$ cat src/rtl/phl_pkg.sv
package phl_pkg;
  typedef enum logic {ST_TRACK = 1'b0, ST_HOLD = 1'b1} hold_state_t;
endpackage

$ cat src/rtl/phl_run_cnt.sv
module phl_run_cnt #(
  parameter int PW = 8,
  parameter int CW = 8
) (
  input  logic          clk,
  input  logic          rst_n,
  input  logic          clr,
  input  logic          pd_strobe,
  input  logic [PW-1:0] phase_err,
  input  logic [PW-1:0] win_size,
  input  logic [CW-1:0] lim,
  output logic          done
);
  localparam logic [CW-1:0] CMAX = {CW{1'b1}};

  logic [CW-1:0] cnt_q, cnt_d, cnt_inc;
  logic          done_q, done_d;
  logic          in_win;

  assign in_win  = phase_err < win_size;
  assign cnt_inc = (cnt_q == CMAX) ? cnt_q : cnt_q + CW'(1);

  always_comb begin
    cnt_d  = cnt_q;
    done_d = done_q;
    if (clr) begin
      cnt_d  = '0;
      done_d = 1'b0;
    end else if (pd_strobe) begin
      if (in_win) begin
        cnt_d  = cnt_inc;
        done_d = (cnt_inc >= lim);
      end else begin
        cnt_d  = '0;
        done_d = 1'b0;
      end
    end
  end

  always_ff @(posedge clk or negedge rst_n) begin
    if (!rst_n) begin
      cnt_q  <= '0;
      done_q <= 1'b0;
    end else begin
      cnt_q  <= cnt_d;
      done_q <= done_d;
    end
  end

  assign done = done_q;

  p_out_clears_r2: assert property (@(posedge clk) disable iff (!rst_n)
    (pd_strobe && (phase_err >= win_size)) |=> !done);
  p_idle_stable_r3: assert property (@(posedge clk) disable iff (!rst_n)
    (!pd_strobe && !clr) |=> $stable(done));
  p_rise_in_win_r1: assert property (@(posedge clk) disable iff (!rst_n)
    $rose(done) |-> $past(pd_strobe && (phase_err < win_size)));
endmodule

$ cat src/rtl/phl_upd_div.sv
module phl_upd_div #(
  parameter int DW = 8
) (
  input  logic          clk,
  input  logic          rst_n,
  input  logic          pd_strobe,
  input  logic [DW-1:0] dac_div,
  output logic          upd
);
  logic [DW-1:0] cnt_q, cnt_d, eff_div;

  assign eff_div = (dac_div == '0) ? DW'(1) : dac_div;
  assign upd     = pd_strobe && (cnt_q >= eff_div - DW'(1));

  always_comb begin
    cnt_d = cnt_q;
    if (pd_strobe) cnt_d = upd ? '0 : cnt_q + DW'(1);
  end

  always_ff @(posedge clk or negedge rst_n) begin
    if (!rst_n) cnt_q <= '0;
    else        cnt_q <= cnt_d;
  end

  p_upd_on_strobe_r4: assert property (@(posedge clk) disable iff (!rst_n)
    upd |-> pd_strobe);
  p_div_unit_r4: assert property (@(posedge clk) disable iff (!rst_n)
    (pd_strobe && (dac_div <= DW'(1))) |-> upd);
endmodule

$ cat src/rtl/phl_rail_trip.sv
module phl_rail_trip #(
  parameter int AW    = 10,
  parameter int TW    = 6,
  parameter int SHIFT = 4
) (
  input  logic          clk,
  input  logic          rst_n,
  input  logic          rail_en,
  input  logic [AW-1:0] dac_code,
  input  logic [TW-1:0] low_trip,
  input  logic [TW-1:0] high_trip,
  output logic          clk_switch
);
  localparam int XW = AW + TW + SHIFT + 1;
  localparam logic [XW-1:0] CODE_MAX = XW'((1 << AW) - 1);

  logic [XW-1:0] code_x, low_x, high_x;
  logic          trip_now, trip_q;

  assign code_x   = XW'(dac_code);
  assign low_x    = XW'(low_trip) << SHIFT;
  assign high_x   = XW'(high_trip) << SHIFT;
  assign trip_now = rail_en && ((code_x <= low_x) || (code_x + high_x >= CODE_MAX));
  assign clk_switch = trip_now && !trip_q;

  always_ff @(posedge clk or negedge rst_n) begin
    if (!rst_n) trip_q <= 1'b0;
    else        trip_q <= trip_now;
  end

  p_single_pulse_r8: assert property (@(posedge clk) disable iff (!rst_n)
    clk_switch |=> !clk_switch);
  p_no_en_r10: assert property (@(posedge clk) disable iff (!rst_n)
    !rail_en |-> !clk_switch);
endmodule

$ cat src/rtl/pll_hold_ctrl.sv
module pll_hold_ctrl #(
  parameter int PW    = 8,
  parameter int CW    = 8,
  parameter int DW    = 8,
  parameter int AW    = 10,
  parameter int TW    = 6,
  parameter int SHIFT = 4
) (
  input  logic          clk,
  input  logic          rst_n,
  input  logic          pd_strobe,
  input  logic [PW-1:0] phase_err,
  input  logic [PW-1:0] win_size,
  input  logic [CW-1:0] lock_lim,
  input  logic [CW-1:0] exit_lim,
  input  logic [DW-1:0] dac_div,
  input  logic          man_en,
  input  logic [AW-1:0] man_code,
  input  logic [AW-1:0] tune_code,
  input  logic          rail_en,
  input  logic [TW-1:0] low_trip,
  input  logic [TW-1:0] high_trip,
  input  logic          hold_en,
  output logic          lock_det,
  output logic          holdover,
  output logic          clk_switch,
  output logic [AW-1:0] dac_code
);
  import phl_pkg::*;

  localparam logic [AW-1:0] CODE_MID = AW'(1 << (AW - 1));

  logic [1:0]    rst_sync;
  logic          rst_n_i;
  hold_state_t   state_q, state_d;
  logic [AW-1:0] track_q, track_d;
  logic          upd, exit_done, switch_ev;

  always_ff @(posedge clk or negedge rst_n) begin
    if (!rst_n) rst_sync <= 2'b00;
    else        rst_sync <= {rst_sync[0], 1'b1};
  end
  assign rst_n_i = rst_sync[1];

  phl_run_cnt #(.PW(PW), .CW(CW)) u_lock (
    .clk(clk), .rst_n(rst_n_i), .clr(1'b0), .pd_strobe(pd_strobe),
    .phase_err(phase_err), .win_size(win_size), .lim(lock_lim), .done(lock_det));

  phl_run_cnt #(.PW(PW), .CW(CW)) u_exit (
    .clk(clk), .rst_n(rst_n_i), .clr(state_q != ST_HOLD), .pd_strobe(pd_strobe),
    .phase_err(phase_err), .win_size(win_size), .lim(exit_lim), .done(exit_done));

  phl_upd_div #(.DW(DW)) u_div (
    .clk(clk), .rst_n(rst_n_i), .pd_strobe(pd_strobe), .dac_div(dac_div), .upd(upd));

  phl_rail_trip #(.AW(AW), .TW(TW), .SHIFT(SHIFT)) u_rail (
    .clk(clk), .rst_n(rst_n_i), .rail_en(rail_en), .dac_code(dac_code),
    .low_trip(low_trip), .high_trip(high_trip), .clk_switch(switch_ev));

  always_comb begin
    state_d = state_q;
    case (state_q)
      ST_TRACK: if (switch_ev && hold_en) state_d = ST_HOLD;
      ST_HOLD:  if (exit_done)            state_d = ST_TRACK;
      default:                            state_d = ST_TRACK;
    endcase
  end

  always_comb begin
    track_d = track_q;
    if ((state_q == ST_TRACK) && upd) track_d = tune_code;
  end

  always_ff @(posedge clk or negedge rst_n_i) begin
    if (!rst_n_i) begin
      state_q <= ST_TRACK;
      track_q <= CODE_MID;
    end else begin
      state_q <= state_d;
      track_q <= track_d;
    end
  end

  assign holdover   = (state_q == ST_HOLD);
  assign dac_code   = (holdover && man_en) ? man_code : track_q;
  assign clk_switch = switch_ev;

  p_enter_hold_r11: assert property (@(posedge clk) disable iff (!rst_n_i)
    (clk_switch && hold_en) |=> holdover);
  p_exit_by_count_r12: assert property (@(posedge clk) disable iff (!rst_n_i)
    $fell(holdover) |-> $past(exit_done));
  p_frozen_r7: assert property (@(posedge clk) disable iff (!rst_n_i)
    (holdover && !man_en && $past(holdover && !man_en)) |-> $stable(dac_code));
  p_track_load_r5: assert property (@(posedge clk) disable iff (!rst_n_i)
    (upd && !holdover) |=> ((holdover && man_en) || (dac_code == $past(tune_code))));
endmodule

$ cat config.mk
export PLATFORM = sky130hd
export DESIGN_NAME = pll_hold_ctrl
export DESIGN_NICKNAME = d
export VERILOG_FILES = /design/src/rtl/phl_pkg.sv /design/src/rtl/phl_run_cnt.sv /design/src/rtl/phl_upd_div.sv /design/src/rtl/phl_rail_trip.sv /design/src/rtl/pll_hold_ctrl.sv
export SDC_FILE = /design/constraint.sdc
export NUM_CORES = 1
export LEC_CHECK = 0
export ABC_AREA = 1
export BUFFER_PORTS_ARGS = -buffer_cell sky130_fd_sc_hd__buf_2
export CORE_ASPECT_RATIO = 0.7
export CORE_MARGIN = 2
export CORE_UTILIZATION = 40
export DETAILED_ROUTE_END_ITERATION = 12
export HOLD_SLACK_MARGIN = 0.08
export PLACE_DENSITY = 0.64
export SLEW_MARGIN = 20
export SYNTH_ARGS = -nofsm -noshare
export SYNTH_HDL_FRONTEND = slang
export SYNTH_SLANG_ARGS = --single-unit
export TNS_END_PERCENT = 30
$ cat constraint.sdc
create_clock -name clk -period 2.2 [get_ports clk]
set_clock_uncertainty 0.1 [all_clocks]
set_input_delay 0.22 -clock clk [delete_from_list [all_inputs] [get_ports clk]]
set_output_delay 0.22 -clock clk [all_outputs]
set_load 0.02 [all_outputs]
==> results of run 1 <==
==> area by class of cell <==
type	instances	area [sq um]
Fill cell	768	3224
Multi-Input combinational cell	346	2614
Sequential cell	40	1003
Timing Repair Buffer	150	972.2
Inverter	107	411.6
Tap cell	120	150.1
Clock buffer	7	132.6
Clock inverter	1	5.005
==> tightest hold or removal path: cells and delay by family <==
| family | cells | cell delay [ps] |
|---|---|---|
| buffers and inverters | 2 | 140 |
| AOI/OAI and AO/OA | 1 | 60 |
==> routing by layer <==
| metal | share of wire, % | vias up |
|---|---|---|
| li1 | - | 1877 |
| met1 | 48 | 1637 |
| met2 | 47 | 69 |
| met3 | 4.1 | 11 |
| met4 | 1.0 | 0 |
| met5 | 0 | - |
==> state kept, by name (all words and copies together), names as in the netlist <==
signal	flops
rst_sync	2
track_q	10
holdover	1
u_lock.cnt_q	8
u_exit.cnt_q	8
u_exit.done	1
u_rail.trip_q	1
u_lock.done	1
u_div.cnt_q	8
==> report_power, final <==
| group | total [mW] | internal, mW | switching [mW] |
|---|---|---|---|
| Clock | 0.706 | 0.419 | 0.287 |
| Sequential | 1.08 | 0.920 | 0.163 |
| Combinational | 2.31 | 1.08 | 1.23 |
==> stage by stage <==
step           util (%)  setup slack (ps)  cell area [sq um]
5_1_grt           62.13            -702.5               5289
3_3_place_gp      52.84            -306.6               4498
6_report          62.13            -607.8               5289
3_5_place_dp      52.84            -367.4               4498
2_1_floorplan         -            -490.8               3625
4_1_cts           57.54            -591.0               4898
==> kinds of logic after synthesis <==
logic type / after synthesis / share of synthesized area [%]
AO/OA/AOI/OAI: 70 / 10.63
XOR/XNOR: 16 / 3.956
adder cells (fa/ha/maj): 48 / 17.17
buffers and inverters: 112 / 12.33
flip-flops: 40 / 28.29
multiplexers: 4 / 1.272
other: 1 / 0.1059
AND/OR/NAND/NOR: 207 / 26.25
==> worst max path at each step <==
stage | slack [ps] | cells after the start | start | end
CTS | -590 | 16 | holdover$_DFF_PN0_ | clk_switch
finish | -610 | 16 | holdover$_DFF_PN0_ | clk_switch
global route | -700 | 16 | holdover$_DFF_PN0_ | clk_switch
detailed placement | -370 | 16 | holdover$_DFF_PN0_ | clk_switch
floorplan | -490 | 16 | holdover$_DFF_PN0_ | clk_switch
global placement | -310 | 12 | holdover$_DFF_PN0_ | clk_switch
==> repair_timing <==
action,4_1_cts,5_1_grt
endpoints found under the setup margin,15,23
hold buffers,2,1
resized for setup,39,79
cloned,0,2
buffers inserted,9,3
hold endpoints to repair,3,1
pin swaps,26,49
==> placed cells by master (no fill, tap or decap), types with 15 or more instances in the layout <==
cell type  synthesis  layout
nand2_2            4      19
nand2_1          119     100
a21oi_1           23      16
ha_4               0      15
o21ai_0           31      15
nor2_1            29      21
buf_4              0      51
buf_2              1      84
inv_1            102      92
nand3_1           29      21
dfrtp_1           39      38
ha_1              47      30
o21ai_1            5      15
==> impl_metrics.tcl, run 1 <==
set metrics [dict create \
    outcome "complete, but fails checks" \
    violations "setup timing" \
    clock-root-buffer "clkbuf_16" \
    setup_viol 5 \
    synth-edff-count 0 \
    cp-start-kind "register" \
    r2r-start "holdover$_DFF_PN0_" \
    ys_top_cells_by_count "119 x nand2_1, 102 x inv_1, 47 x ha_1, 39 x dfrtp_1, 31 x o21ai_0" \
    yosys.area.top_type "dfrtp_1" \
    period_needed_ps 2808 \
    required_ps 1880 \
    hold_slack_ps 69.67 \
    slowest_delay_ps 440 \
    final_layout_size_suffix_gt1_share_pct 40.55 \
    grt_max_degree 39 \
    io_pins 91 \
    die_w_um 116.5 \
    routed_wl_um 9470 \
    finalSetupTns_ps -1107 \
    drtIter0Drc 184 \
    viasPerCell 4.661 \
    crit_fanout 8 \
    finalNonFillerCells 771 \
    async_reset_ff_share_pct 100.0 \
    layout_setup_ws_ps -607.8 \
    hp-class "in2reg" \
    syn_area_sq_um 3542 \
    fmax_ghz 0.3562 \
    n_antenna_cell 0 \
    cts_sinks 40 \
    antenna_found_initial 0 \
    grt-busiest-layer "met2" \
    drv_cap 0 \
    clkTransAtPathRegs_ps 60 \
    peakVddDrop_uv 421.0 \
    fin_crit_sh_pct 127.6 \
    io_buffers 90 \
    insertion_delay_ps 290 \
    path_class "reg2out" \
    grt_usage_pct 19.57 \
    fin_nets 776 \
    ys_seq_area_share_pct 28.29 \
    syn2layout_area_growth_pct 49.31 \
    rows 28 \
    core_sq_um 8513 \
    clock_path_buffers 2 \
    slew_viol_final 0 \
    firstDrtPassIters 4 \
    start_util_pct 41.61 \
    die_area_sq_um 9636 \
    whs_path_depth 3 \
    post-synth-top-count-cell "nand2_1" \
    syn_nets 624 \
    wl_per_cell_um 12.28 \
    cts_max_level 2 \
    place.gp.congestion 0.8736 \
    crit_path_end_kind "primary output" \
    path_buf_inv 3 \
    ys_ff_latch 40 \
    dp_hpwl_um 7006 \
    synth_area_leaders "dfrtp_1 28%, ha_1 17%, nand2_1 13%" \
    hold_violations 0 \
    grt_use_met1_pct 25.93 \
    synth.yosys.warnings 0 \
    die_h_um 82.73 \
    slowest_stage "dfrtp_2" \
    gr-usage-met3_pct 3.431 \
    grt_overflow 0 \
    tightest_slew_ps 640.2 \
    p_leak_nw 2.931 \
    drc 0 \
    worstPathArrival_ps 2490 \
    dp.cells 746 \
    grt_pass1_wl_um 14830 \
    hold_path.startpoint "tune_code[3]" \
    p_total_mw 4.099 \
    netlist.area_leader.share_pct 27.55 \
    vias 3594 \
    syn_inst 498 \
    ant_nets 0 \
    reg2reg_to "u_rail.trip_q$_DFF_PN0_" \
    r2r_slack_ps -240 \
    slew_headroom_pct 57.16 \
    grt_pass1_vias 3370 \
    whs_endpoint "track_q[3]$_DFFE_PN0P_" \
    r2r_cells 17 \
    synthDistinctLibCells 40 \
    cts_tree "done" \
    cpLargestDelayFamily "simple AND/OR/NAND/NOR gates" \
    cpMostUsedCell "nand2_1" \
    cp_cell_sequence "nand2_8, buf_4, mux2_4, ha_4, buf_4, nand2_1, nand2_1, nand2_1, nand2_1, nor2_1, nand2_1, nor2_1, nand2_2, nand2_4, nor2_4, buf_6" \
    cts_buffers 5 \
    met2_usage_pct 33.37 \
    power_density_nw_per_um2 775.0 \
    synthFlopType "dfrtp_1" \
    grt_setup_unrepaired "true" \
    syn_avg_cell_area_sq_um 7.113 \
]
(Power assumes the default switching activity.)
==> run 2: changes to the inputs <==
- PLACE_DENSITY: 0.64 -> 0.63
==> impl_metrics.tcl, run 2 (synthesis gave the netlist of run 1 again) <==
set metrics [dict create \
    cts_buffers 5 \
    grt_pass1_wl_um 14880 \
    hold_slack_ps 78.40 \
    insertion_delay_ps 290 \
    setup_viol 5 \
    final_layout_size_suffix_gt1_share_pct 38.86 \
    slew_viol_final 0 \
    tightest_slew_ps 699.4 \
    slowest_delay_ps 440 \
    ant_nets 0 \
    routed_wl_um 9174 \
    power_density_nw_per_um2 776.7 \
    clkTransAtPathRegs_ps 60 \
    placed_area_sq_um 4469 \
    io_pins 91 \
    drtIter0Drc 112 \
    cpLargestDelayFamily "simple AND/OR/NAND/NOR gates" \
    required_ps 1880 \
    place.gp.congestion 0.8351 \
    cts_tree "done" \
    violations "setup timing" \
    clock_path_buffers 2 \
    top_register "track_q" \
    hp-class "in2reg" \
    period_needed_ps 2856 \
    cpMostUsedCell "nand2_4" \
    p_total_mw 3.961 \
    die_area_sq_um 9636 \
    path_class "reg2out" \
    path_buf_inv 4 \
    fin_crit_sh_pct 129.8 \
    rows 28 \
    n_antenna_cell 0 \
    grt_setup_unrepaired "true" \
    die_h_um 82.73 \
    grt_usage_pct 19.35 \
    final_cell_mix "98 x nand2_1, 94 x inv_1, 86 x buf_2, 52 x buf_4, 39 x ha_1" \
    largest_reg_flops 10 \
    fill_cells 824 \
    cp-start-kind "register" \
    layout_setup_ws_ps -656.5 \
    multiInputGateArea_sq_um 2437 \
    fmax_ghz 0.3501 \
    grt_pass1_vias 3486 \
    fin_nets 776 \
    drv_cap 0 \
    grt_overflow 0 \
    layout_commonest_cell "nand2_1" \
    cp_cell_sequence "nand2_4, buf_6, o21ai_4, ha_4, inv_2, fa_1, inv_1, nand2_1, nor2_1, nand2_1, nor2_2, nand3_2, nand2_4, nand2_4, nor2_4, buf_6" \
    clock-root-buffer "clkbuf_16" \
    io_buffers 90 \
    peakVddDrop_uv 381.2 \
    seq_area_sq_um 1006 \
    vias 3643 \
    syn2layout_area_growth_pct 43.98 \
    crit_fanout 6 \
    drc 0 \
    outcome "complete, but fails checks" \
    dp_hpwl_um 6959 \
    worstPathArrival_ps 2540 \
    crit_path_end_kind "primary output" \
    p_leak_nw 2.903 \
    start_util_pct 41.61 \
    wl_per_cell_um 11.90 \
    slowest_stage "fa_1" \
    slew_headroom_pct 53.38 \
    die_w_um 116.5 \
    final_cell_area_sq_um 5100 \
    cts_sinks 40 \
    grt_max_degree 33 \
    firstDrtPassIters 4 \
    core_sq_um 8513 \
    hold_violations 0 \
    antenna_found_initial 0 \
    viasPerCell 4.725 \
    cts_max_level 2 \
]
[run 2: cell types whose count changed in the layout (fill, tap and decap cells not counted), sizes merged]
cell | previous run | this run
buf | 147 | 148
dlygate4sd3 | 3 | 2
[run 2: layer usage]
layer	GRT usage, %	up-vias	wire length [um]
li1	-	1879	-
met1	25.12	1678	4292
met2	34.01	78	4419
met3	3.650	8	399
met4	3.810	0	62
met5	0	-	0
[run 2: repair_timing]
action	CTS	global route
resized for setup	43	53
hold buffers	2	0
pin swaps	23	26
endpoints found under the setup margin	15	23
cloned	0	3
hold endpoints to repair	3	0
setup buffers	13	3
[run 2: worst reg2reg max path, delay by kind of cell (launching register included)]
family	cells	cell delay [ps]
compound gates	1	180
fa+ha+maj	2	610
buf+inv	6	510
flops	1	380
simple gates	8	660
[run 2: power breakdown]
group | switching (mW) | internal, mW | leakage (nW)
clock network | 0.299 | 0.424 | 0.0681
registers | 0.176 | 0.920 | 0.525
logic | 1.17 | 0.978 | 2.31
total | 1.64 | 2.32 | 2.90
[run 2: cell type report]
cell class,instances,share of cell area [%]
Timing Repair Buffer,150,18.69
Clock buffer,7,2.601
Sequential cell,40,19.73
Tap cell,120,2.944
Multi-Input combinational cell,346,47.79
Inverter,107,8.072
Clock inverter,1,0.1717
[run 2: worst paths after layout]
kind	start	to	slack, ps	cells past startpoint
setup / recovery	holdover$_DFF_PN0_	clk_switch	-660	16
hold / removal	tune_code[8]	track_q[8]$_DFFE_PN0P_	80	3
setup reg to reg	holdover$_DFF_PN0_	u_rail.trip_q$_DFF_PN0_	-290	17
hold reg to reg	rst_sync[1]$_DFF_PN0_	u_lock.cnt_q[4]$_DFFE_PN0P_	210	0
max in group asynchronous	rst_sync[1]$_DFF_PN0_	track_q[5]$_DFFE_PN0P_	1230	1
min in group asynchronous	rst_n	rst_sync[0]$_DFF_PN0_	130	2
[run 2: stage by stage]
step                util (%)  setup TNS, ps  cells  setup WS (ps)
finish                 59.91          -1102    771         -656.5
floorplan                  -         -937.2    498         -490.8
global route           59.91          -3395    771         -850.5
detailed placement     52.50          -5210    742         -366.4
global placement       52.50          -4252    742         -348.0
CTS                    57.51         -947.5    765         -593.4
==> run 3: changes to the inputs <==
- PLACE_DENSITY: 0.63 -> 0.6
- clock period: 2.2 -> 2.7 ns (I/O delays scaled with it)
==> impl_metrics.tcl, run 3 (synthesis gave the netlist of run 1 again) <==
set metrics [dict create \
    hp-class "in2reg" \
    setup_viol 1 \
    die_area_sq_um 9636 \
    dp_slack_ps -5.334 \
    slew_viol_final 0 \
    syn2layout_area_growth_pct 27.41 \
    firstDrtPassIters 6 \
    fin_nets 733 \
    fmax_ghz 0.3581 \
    reg2reg_to "u_lock.done$_DFFE_PN0P_" \
    hold_path.startpoint "tune_code[9]" \
    clkTransAtPathRegs_ps 60 \
    r2r_slack_ps 230 \
    clock-root-buffer "clkbuf_16" \
    slew_headroom_pct 43.33 \
    largest_reg_flops 10 \
    dp.cells 711 \
    r2r_cells 12 \
    crit_path_end_kind "primary output" \
    required_ps 2330 \
    die_h_um 82.73 \
    placed_area_sq_um 4204 \
    p_switching_mw 1.219 \
    layout_setup_ws_ps -92.63 \
    place.gp.congestion 0.8312 \
    hold_violations 0 \
    grt_max_degree 39 \
    cts_max_level 2 \
    switching_share_pct 41.42 \
    n_antenna_cell 0 \
    peakVddDrop_uv 361.3 \
    power.internal_mw 1.724 \
    period_needed_ps 2793 \
    final_layout_size_suffix_gt1_share_pct 25.66 \
    final_cell_mix "116 x nand2_1, 100 x inv_1, 89 x buf_2, 43 x ha_1, 37 x dfrtp_1" \
    grt_pass1_wl_um 14170 \
    viasPerCell 4.599 \
    p_seq_share_pct 30.4 \
    power_frac_comb_pct 50.1 \
    rows 28 \
    grt_usage_pct 18.45 \
    r2r-start "u_lock.cnt_q[1]$_DFFE_PN0P_" \
    fin_crit_sh_pct 103.4 \
    insertion_delay_ps 280 \
    grt_setup_unrepaired "true" \
    wl_per_cell_um 11.45 \
    clock_path_buffers 2 \
    cts_sinks 40 \
    layout_commonest_cell "nand2_1" \
    violations "setup timing" \
    die_w_um 116.5 \
    routed_wl_um 8332 \
    hold_slack_ps 126.3 \
    postLayoutCoreUtil_pct 53.01 \
    drc 0 \
    outcome "complete, but fails checks" \
    io_buffers 90 \
    power_density_nw_per_um2 652.2 \
    finalSetupTns_ps -92.63 \
    tightest_slew_ps 850.0 \
    grt_overflow 0 \
    dp_hpwl_um 6749 \
    final_cell_area_sq_um 4513 \
    crit_fanout 5 \
    grt_pass1_vias 3167 \
    p_leak_nw 2.668 \
    cp-start-kind "register" \
    drtIter0Drc 200 \
    worstPathArrival_ps 2420 \
    io_pins 91 \
    drv_cap 0 \
    vias 3348 \
    cts_tree "done" \
    ant_nets 0 \
    finalNonFillerCells 728 \
    core_sq_um 8513 \
    whs_path_depth 3 \
    path_class "reg2out" \
    p_clk_share_pct 19.5 \
    whs_endpoint "track_q[9]$_DFFE_PN1P_" \
    antenna_found_initial 0 \
    p_total_mw 2.943 \
    top_register "track_q" \
    cts_buffers 5 \
    start_util_pct 41.61 \
]
-- run 3: worst max-delay path, stage by stage, from the launching register on --
cell	delay [ps]
dfrtp_2	440
nand2_4	130
nand2_4	60
o21ai_4	80
ha_4	160
inv_2	30
fa_1	430
inv_1	60
nand2_1	40
nor2_1	80
nand2_1	50
nor2_1	90
nand3_1	100
nand2_2	90
nand2_2	70
nor2_4	90
buf_6	120
-- run 3: power groups by stage --
| stage | combinational, mW | clock (mW) | sequential, mW |
|---|---|---|---|
| after detailed placement | 1.36 | 0 | 0.895 |
| after global routing | 1.68 | 0.619 | 0.919 |
| after floorplan | 1.01 | 0 | 0.869 |
| after CTS | 1.46 | 0.593 | 0.895 |
| after global placement | 1.33 | 0 | 0.900 |
| final | 1.48 | 0.573 | 0.895 |
-- run 3: per-layer routing --
layer	vias up	wire (um)	track usage [%]
met2	62	3663	30.35
met4	0	23	2.976
met5	-	0	0
li1	1791	-	-
met1	1493	4288	25.95
met3	2	357	3.212
-- run 3: worst max-delay path by stage --
stage	endpoint	depth (start not counted)	startpoint	slack [ps]
final	clk_switch	16	holdover$_DFF_PN0_	-90
after global routing	clk_switch	16	holdover$_DFF_PN0_	-290
after CTS	clk_switch	16	holdover$_DFF_PN0_	-100
after detailed placement	track_q[4]$_DFFE_PN0P_	20	dac_div[2]	-5
after global placement	track_q[6]$_DFFE_PN0P_	20	dac_div[2]	80
after floorplan	clk_switch	16	holdover$_DFF_PN0_	-40
-- run 3: what timing repair did --
action | in CTS | in global routing
buffers inserted | 4 | 3
endpoints found under the hold margin | 2 | 0
gates resized for setup | 11 | 6
cloned | 1 | 0
hold buffers | 1 | 0
pin swaps | 8 | 4
endpoints found under the setup margin | 1 | 12
-- run 3: layout make-up --
type | count | area (sq um)
Clock buffer | 6 | 128.9
Clock inverter | 2 | 12.51
Fill cell | 871 | 4000
Inverter | 107 | 401.6
Multi-Input combinational cell | 347 | 2220
Sequential cell | 40 | 1005
Tap cell | 120 | 150.1
Timing Repair Buffer | 106 | 595.6
